[config.mk]
export PLATFORM = sky130hd
export DESIGN_NAME = irq_ctrl_unit
export DESIGN_NICKNAME = d
export VERILOG_FILES = /design/src/rtl/irq_pkg.sv /design/src/rtl/irq_pin_sync.sv /design/src/rtl/irq_flag_bank.sv /design/src/rtl/irq_accept.sv /design/src/rtl/irq_ctrl_unit.sv
export SDC_FILE = /design/constraint.sdc
export NUM_CORES = 1
export LEC_CHECK = 0
export BUFFER_PORTS_ARGS = -buffer_cell sky130_fd_sc_hd__buf_2
export CORE_ASPECT_RATIO = 0.8
export CORE_MARGIN = 1
export CORE_UTILIZATION = 27
export CTS_BUF_LIST = sky130_fd_sc_hd__clkbuf_8
export DETAILED_ROUTE_END_ITERATION = 6
export SYNTH_ARGS = -nofsm -noshare
export SYNTH_HDL_FRONTEND = slang
export SYNTH_SLANG_ARGS = --single-unit
[constraint.sdc]
create_clock -name clk_i -period 4.7 [get_ports clk_i]
set_clock_uncertainty 0.1 [all_clocks]
set_input_delay 0.94 -clock clk_i [delete_from_list [all_inputs] [get_ports clk_i]]
set_output_delay 0.94 -clock clk_i [all_outputs]
set_load 0.05 [all_outputs]
[src/rtl/irq_pkg.sv]
package irq_pkg;
  localparam int REG_W  = 8;
  localparam int ADDR_W = 2;
  localparam int NCORE  = 3;

  typedef enum logic [ADDR_W-1:0] {
    RA_CORE  = 2'd0,
    RA_PFLAG = 2'd1,
    RA_PEN   = 2'd2,
    RA_OPT   = 2'd3
  } reg_addr_e;

  // control register layout; core sources are ordered pin, change, timer
  localparam int CB_EN_LO = 0;
  localparam int CB_FL_LO = 3;
  localparam int CB_PGEN  = 6;
  localparam int CB_GIE   = 7;

  localparam int SRC_PIN = 0;
  localparam int SRC_CHG = 1;
  localparam int SRC_TMR = 2;
endpackage

[src/rtl/irq_pin_sync.sv]
module irq_pin_sync #(
  parameter int STAGES = 2
) (
  input  logic clk_i,
  input  logic rst_i,
  input  logic pin_i,
  input  logic rise_sel_i,
  output logic edge_o
);
  logic [STAGES-1:0] chain_q;
  logic              hist_q;
  logic              last_w;

  always_ff @(posedge clk_i) begin
    if (rst_i) begin
      chain_q <= '0;
      hist_q  <= 1'b0;
    end else begin
      chain_q[0] <= pin_i;
      for (int i = 1; i < STAGES; i++) chain_q[i] <= chain_q[i-1];
      hist_q <= chain_q[STAGES-1];
    end
  end

  assign last_w = chain_q[STAGES-1];
  assign edge_o = rise_sel_i ? (last_w & ~hist_q) : (~last_w & hist_q);

  AST_EDGE_SINGLE: assert property (@(posedge clk_i) disable iff (rst_i)
    edge_o |=> (!edge_o || (rise_sel_i != $past(rise_sel_i))))
    else $error("pin edge lasted more than one cycle");
endmodule

[src/rtl/irq_flag_bank.sv]
module irq_flag_bank #(
  parameter int W = 3
) (
  input  logic         clk_i,
  input  logic         rst_i,
  input  logic         wr_i,
  input  logic [W-1:0] wdata_i,
  input  logic [W-1:0] set_i,
  output logic [W-1:0] flag_o,
  output logic [W-1:0] next_o
);
  for (genvar g = 0; g < W; g++) begin : g_bit
    logic bit_q;
    logic bit_n;
    // hardware set overrides a same-cycle software clear
    assign bit_n = (wr_i ? wdata_i[g] : bit_q) | set_i[g];
    always_ff @(posedge clk_i) begin
      if (rst_i) bit_q <= 1'b0;
      else       bit_q <= bit_n;
    end
    assign flag_o[g] = bit_q;
    assign next_o[g] = bit_n;
  end

  AST_SET_WINS: assert property (@(posedge clk_i) disable iff (rst_i)
    (|set_i) |=> ((flag_o & $past(set_i)) == $past(set_i)))
    else $error("hardware flag set was lost");
  AST_STICKY: assert property (@(posedge clk_i) disable iff (rst_i)
    !wr_i |=> ((flag_o & $past(flag_o)) == $past(flag_o)))
    else $error("flag cleared without a write");
endmodule

[src/rtl/irq_accept.sv]
module irq_accept (
  input  logic clk_i,
  input  logic rst_i,
  input  logic gie_wr_i,
  input  logic gie_wdata_i,
  input  logic reti_i,
  input  logic ack_i,
  input  logic pend_next_i,
  output logic gie_o,
  output logic req_o,
  output logic take_o
);
  logic gie_q, req_q, take_q;
  logic take_c, gie_n;

  assign take_c = ack_i & req_q;

  always_comb begin
    if (take_c)        gie_n = 1'b0;
    else if (reti_i)   gie_n = 1'b1;
    else if (gie_wr_i) gie_n = gie_wdata_i;
    else               gie_n = gie_q;
  end

  always_ff @(posedge clk_i) begin
    if (rst_i) begin
      gie_q  <= 1'b0;
      req_q  <= 1'b0;
      take_q <= 1'b0;
    end else begin
      gie_q  <= gie_n;
      req_q  <= gie_n & pend_next_i;
      take_q <= take_c;
    end
  end

  assign gie_o  = gie_q;
  assign req_o  = req_q;
  assign take_o = take_q;

  AST_RESET_IDLE: assert property (@(posedge clk_i)
    rst_i |=> (!gie_q && !req_q && !take_q))
    else $error("not idle after reset");
  AST_TAKE_CLEARS: assert property (@(posedge clk_i) disable iff (rst_i)
    (ack_i && req_q) |=> (take_q && !gie_q && !req_q))
    else $error("accept did not clear global enable");
  AST_TAKE_PULSE: assert property (@(posedge clk_i) disable iff (rst_i)
    take_q |=> !take_q)
    else $error("take longer than one cycle");
  AST_IDLE_ACK: assert property (@(posedge clk_i) disable iff (rst_i)
    (ack_i && !req_q) |=> !take_q)
    else $error("acknowledge without request was taken");
  AST_RETI_SETS: assert property (@(posedge clk_i) disable iff (rst_i)
    (reti_i && !(ack_i && req_q)) |=> gie_q)
    else $error("return strobe did not set global enable");
endmodule

[src/rtl/irq_ctrl_unit.sv]
module irq_ctrl_unit
  import irq_pkg::*;
#(
  parameter int NPER        = 8,
  parameter int SYNC_STAGES = 2,
  parameter int PC_W        = 13,
  parameter int VECTOR_ADDR = 4
) (
  input  logic              clk_i,
  input  logic              rst_i,
  input  logic [ADDR_W-1:0] addr_i,
  input  logic              wr_en_i,
  input  logic [REG_W-1:0]  wdata_i,
  output logic [REG_W-1:0]  rdata_o,
  input  logic              ext_pin_i,
  input  logic              chg_evt_i,
  input  logic              tmr_ovf_i,
  input  logic [NPER-1:0]   per_evt_i,
  input  logic              irq_ack_i,
  input  logic              reti_i,
  output logic              irq_req_o,
  output logic              take_o,
  output logic [PC_W-1:0]   vector_o
);
  localparam logic [PC_W-1:0] VEC = PC_W'(VECTOR_ADDR);

  logic wr_core, wr_pflag, wr_pen, wr_opt;
  logic pin_edge;
  logic [NCORE-1:0] cset, cflag_q, cflag_n, cen_q, cen_n;
  logic [NPER-1:0]  pflag_q, pflag_n, pen_q, pen_n;
  logic pgen_q, pgen_n, rise_q, gie_w;
  logic core_pend, per_pend, pend_next;
  logic [REG_W-1:0] rd_c, rdata_q;

  assign wr_core  = wr_en_i && (addr_i == RA_CORE);
  assign wr_pflag = wr_en_i && (addr_i == RA_PFLAG);
  assign wr_pen   = wr_en_i && (addr_i == RA_PEN);
  assign wr_opt   = wr_en_i && (addr_i == RA_OPT);

  irq_pin_sync #(.STAGES(SYNC_STAGES)) pin_sync_i (
    .clk_i      (clk_i),
    .rst_i      (rst_i),
    .pin_i      (ext_pin_i),
    .rise_sel_i (rise_q),
    .edge_o     (pin_edge)
  );

  always_comb begin
    cset          = '0;
    cset[SRC_PIN] = pin_edge;
    cset[SRC_CHG] = chg_evt_i;
    cset[SRC_TMR] = tmr_ovf_i;
  end

  irq_flag_bank #(.W(NCORE)) core_flags_i (
    .clk_i   (clk_i),
    .rst_i   (rst_i),
    .wr_i    (wr_core),
    .wdata_i (wdata_i[CB_FL_LO +: NCORE]),
    .set_i   (cset),
    .flag_o  (cflag_q),
    .next_o  (cflag_n)
  );

  irq_flag_bank #(.W(NPER)) per_flags_i (
    .clk_i   (clk_i),
    .rst_i   (rst_i),
    .wr_i    (wr_pflag),
    .wdata_i (wdata_i[NPER-1:0]),
    .set_i   (per_evt_i),
    .flag_o  (pflag_q),
    .next_o  (pflag_n)
  );

  assign cen_n  = wr_core ? wdata_i[CB_EN_LO +: NCORE] : cen_q;
  assign pgen_n = wr_core ? wdata_i[CB_PGEN] : pgen_q;
  assign pen_n  = wr_pen  ? wdata_i[NPER-1:0] : pen_q;

  always_ff @(posedge clk_i) begin
    if (rst_i) begin
      cen_q  <= '0;
      pgen_q <= 1'b0;
      pen_q  <= '0;
      rise_q <= 1'b1;
    end else begin
      cen_q  <= cen_n;
      pgen_q <= pgen_n;
      pen_q  <= pen_n;
      if (wr_opt) rise_q <= wdata_i[0];
    end
  end

  // request is formed from post-edge state, so it carries no extra cycle
  assign core_pend = |(cflag_n & cen_n);
  assign per_pend  = pgen_n & (|(pflag_n & pen_n));
  assign pend_next = core_pend | per_pend;

  irq_accept accept_i (
    .clk_i       (clk_i),
    .rst_i       (rst_i),
    .gie_wr_i    (wr_core),
    .gie_wdata_i (wdata_i[CB_GIE]),
    .reti_i      (reti_i),
    .ack_i       (irq_ack_i),
    .pend_next_i (pend_next),
    .gie_o       (gie_w),
    .req_o       (irq_req_o),
    .take_o      (take_o)
  );

  always_comb begin
    rd_c = '0;
    unique case (reg_addr_e'(addr_i))
      RA_CORE: begin
        rd_c[CB_GIE]               = gie_w;
        rd_c[CB_PGEN]              = pgen_q;
        rd_c[CB_FL_LO +: NCORE]    = cflag_q;
        rd_c[CB_EN_LO +: NCORE]    = cen_q;
      end
      RA_PFLAG: rd_c[NPER-1:0] = pflag_q;
      RA_PEN:   rd_c[NPER-1:0] = pen_q;
      RA_OPT:   rd_c[0]        = rise_q;
      default:  rd_c = '0;
    endcase
  end

  always_ff @(posedge clk_i) begin
    if (rst_i) rdata_q <= '0;
    else        rdata_q <= rd_c;
  end

  assign rdata_o  = rdata_q;
  assign vector_o = VEC;

  AST_REQ_NEEDS_GIE: assert property (@(posedge clk_i) disable iff (rst_i)
    !gie_w |-> !irq_req_o)
    else $error("request while globally disabled");
  AST_REQ_NEEDS_SRC: assert property (@(posedge clk_i) disable iff (rst_i)
    irq_req_o |-> ((|(cflag_q & cen_q)) || (pgen_q && (|(pflag_q & pen_q)))))
    else $error("request without an enabled flag");
  AST_PER_GATED: assert property (@(posedge clk_i) disable iff (rst_i)
    (!pgen_q && !(|(cflag_q & cen_q))) |-> !irq_req_o)
    else $error("peripheral request passed closed group gate");
  AST_RD_GIE: assert property (@(posedge clk_i) disable iff (rst_i)
    (addr_i == RA_CORE) |=> (rdata_o[CB_GIE] == $past(gie_w)))
    else $error("read data does not show global enable");
endmodule

==> impl_metrics.yaml <==
status:
  status: "finished, final reports clean"
grt:
  grt_pass1_vias: 1235
  grt.overflow.total: 0
  grt_first_pass_wirelength_mm: 6.27
  grt_max_degree: 38
  antenna_found_initial: 0
  grt_usage: 0.127
clock_tree:
  postCtsSetupRepairBufs: 0
  cts_resized: 0
  htree_levels: 2
  cts_tree: "built"
  cts_root_buffer: "clkbuf_8"
  cts_sinks: 38
  clock_latency_ns: 0.29
  cts_buffer_depth: 2
  ctsHoldBuffers: 0
  clkTransAtPathRegs_ns: 0.07
  numCtsBuffers: 5
timing:
  fin_crit_sh: 0.573
  rsz0062_at_grt: "no"
  worst_slew_pin_slew_ns: 0.922
  hold_ws_ns: 0.348
  setup-violations-final: 0
  slew_violations: 0
  relSlewSlack: 0.383
  setup_tns_ns: 0
  period_minus_slack_ns: 2.69
  hold_viol_final: 0
  fmax_ghz: 0.371
place:
  dpl.hpwl_mm: 2.76
  port_buffers: 35
  gp_routability_congestion: 0.782
synth:
  syn_inst: 179
  ys_types: 33
  yosysWarningCount: 0
  ys_seq_area_frac: 0.446
  ys_ff_latch: 38
  synth_area_per_cell_um2: 9.52
  syn_area_um2: 1700
floorplanning:
  initial_core_util: 0.284
  dieHeight_um: 73.1
  rows: 25
  pin_count: 49
  core_area_um2: 6010
  die_x_um: 90.8
  dieArea_um2: 6640
critical_path:
  crit_chain: "buf_2 > nor3b_2 > nor2b_1 > a211oi_1 > nor2_1 > nor3_1 > a21boi_1"
  slowest_delay_ns: 0.79
  slowest_stage: "nor3b_2"
  critPathMaxFanout: 16
  cp-end-kind: "register"
  path_class: "in -> reg"
  cp-start-kind: "input port"
  arrival_ns: 2.77
  required_ns: 4.78
drt:
  avgRoutedWirePerCell_um: 13.3
  dr_total_vias: 1283
  route.detailed.drc: 0
  drt-initial-drc-count: 62
  ant_nets: 0
  drt-vias-per-instance: 4.42
  wl_mm: 3.84
  firstDrtPassIters: 4
min_path:
  holdCritPathClass: "reg -> reg"
final_layout:
  drive_gt1_frac: 0.239
  diodes: 0
  nets: 235
  syn2layout_area_growth_pct: 14.1
  fillers: 651
pwr:
  ir_drop_mv: 0.116
  leakagePower_nw: 0.908
  power.density_nw_per_um2: 347
  fin_total_pwr_mw: 0.675
job:
  maxCapViolations: 0
==> worst max-delay path, delay by kind of cell <==
kind | cells | cell delay, ns
buffers and inverters | 1 | 0.23
AND/OR/NAND/NOR | 4 | 1.16
AO/OA/AOI/OAI | 2 | 0.44
==> layout by cell type, fill, tap and decap left out <==
master / n
conb_1: 13
a21o_1: 4
nand2b_1: 1
and4b_1: 2
mux2i_1: 20
o31ai_1: 2
and3b_1: 1
nor3_1: 1
nand3b_4: 1
o22a_1: 1
a211oi_1: 5
o221ai_2: 1
nor2b_1: 11
clkbuf_8: 5
a21oi_1: 9
nor3b_2: 1
nand3_1: 1
nand2_1: 3
buf_2: 35
a21oi_2: 2
a21boi_1: 1
mux2_1: 1
clkinv_2: 2
or3_1: 2
nand3b_1: 1
a211oi_2: 1
o22ai_1: 2
o211ai_1: 1
nor2_1: 39
o31ai_2: 1
dfxtp_1: 38
mux4_2: 1
==> final timing paths <==
| path | to | slack [ns] | cells after the start | startpoint |
|---|---|---|---|---|
| max | accept_i.req_o | 2.01 | 7 | addr_i[0] |
| max reg2reg | accept_i.req_o | 3.28 | 4 | per_flags_i.g_bit[4].bit_q |
| min | pin_sync_i.chain_q[1] | 0.35 | 1 | pin_sync_i.chain_q[0] |
| min reg2reg | pin_sync_i.chain_q[1] | 0.35 | 1 | pin_sync_i.chain_q[0] |
==> registers in the layout (all words and copies together) (netlist names) <==
name and flops:
pin_sync_i.chain_q 2, accept_i.req_o 1, pin_sync_i.hist_q 1, pgen_q 1, cen_q 3, pen_q 8
rise_q 1, accept_i.take_o 1, accept_i.gie_o 1, per_flags_i.g_bit.bit_q 8, rdata_o 8, core_flags_i.g_bit.bit_q 3
==> cell type report <==
class / count / area (um2) / area share
Clock buffer: 5 / 68.8 / 0.0354
Clock inverter: 2 / 10.0 / 0.00515
Multi-Input combinational cell: 129 / 828 / 0.426
Sequential cell: 38 / 761 / 0.391
Tap cell: 81 / 101 / 0.0521
Timing Repair Buffer: 35 / 175 / 0.0901
==> cells by family (layout without fill, tap and decap cells) <==
family | Yosys count | after routing | share of synthesized area
and+or+nand+nor | 64 | 64 | 0.190
buffers and inverters | 23 | 42 | 0.0918
AOI/OAI and AO/OA | 30 | 30 | 0.130
DFF | 38 | 38 | 0.446
muxes | 22 | 22 | 0.137
other | 2 | 13 | 0.00441
==> where the power goes <==
part,internal (mW),leakage [nW],switching (mW)
clock,0.0995,0.0438,0.112
combinational,0.0365,0.552,0.0793
sequential,0.339,0.312,0.00841
==> cells in the mapped netlist <==
master     n  area [um2]
nor2_1    39         146
dfxtp_1   38         761
mux2i_1   20         200
buf_4     14         105
nor2b_1   11        68.8
a21oi_1    9        45.0
a211oi_1   5        37.5
clkbuf_1   5        18.8
a21o_1     4        30.0
nand2_1    3        11.3
a21oi_2    2        17.5
and4b_1    2        20.0
buf_2      2        10.0
buf_6      2        22.5
conb_1     2        7.51
o22ai_1    2        12.5
o31ai_1    2        15.0
or3_1      2        12.5
a211oi_2   1        12.5
a21boi_1   1        7.51
and3b_1    1        8.76
mux2_1     1        11.3
mux4_2     1        22.5
nand2b_1   1        6.26
nand3_1    1        5.00
nand3b_1   1        7.51
nand3b_4   1        20.0
nor3_1     1        5.00
nor3b_2    1        12.5
o211ai_1   1        7.51
o221ai_2   1        15.0
o22a_1     1        8.76
o31ai_2    1        12.5
==> per-layer routing <==
layer / vias up / share of wire / global-route usage
li1: 644 / - / -
met1: 590 / 0.52 / 0.172
met2: 44 / 0.41 / 0.186
met3: 5 / 0.055 / 0.0427
met4: 0 / 0.013 / 0.0476
met5: - / 0 / 0
==> per-stage QoR <==
stage | util | worst slack (ns) | area [um2] | instances
after detailed placement | 0.311 | 1.64 | 1870 | 283
after global placement | 0.311 | 1.70 | 1870 | 283
after CTS | 0.324 | 1.95 | 1940 | 290
final | 0.324 | 2.01 | 1940 | 290
after floorplan | - | 2.45 | 1750 | 190
after global routing | 0.324 | 1.78 | 1940 | 290
No activity file was read; power rests on OpenSTA's default activity.
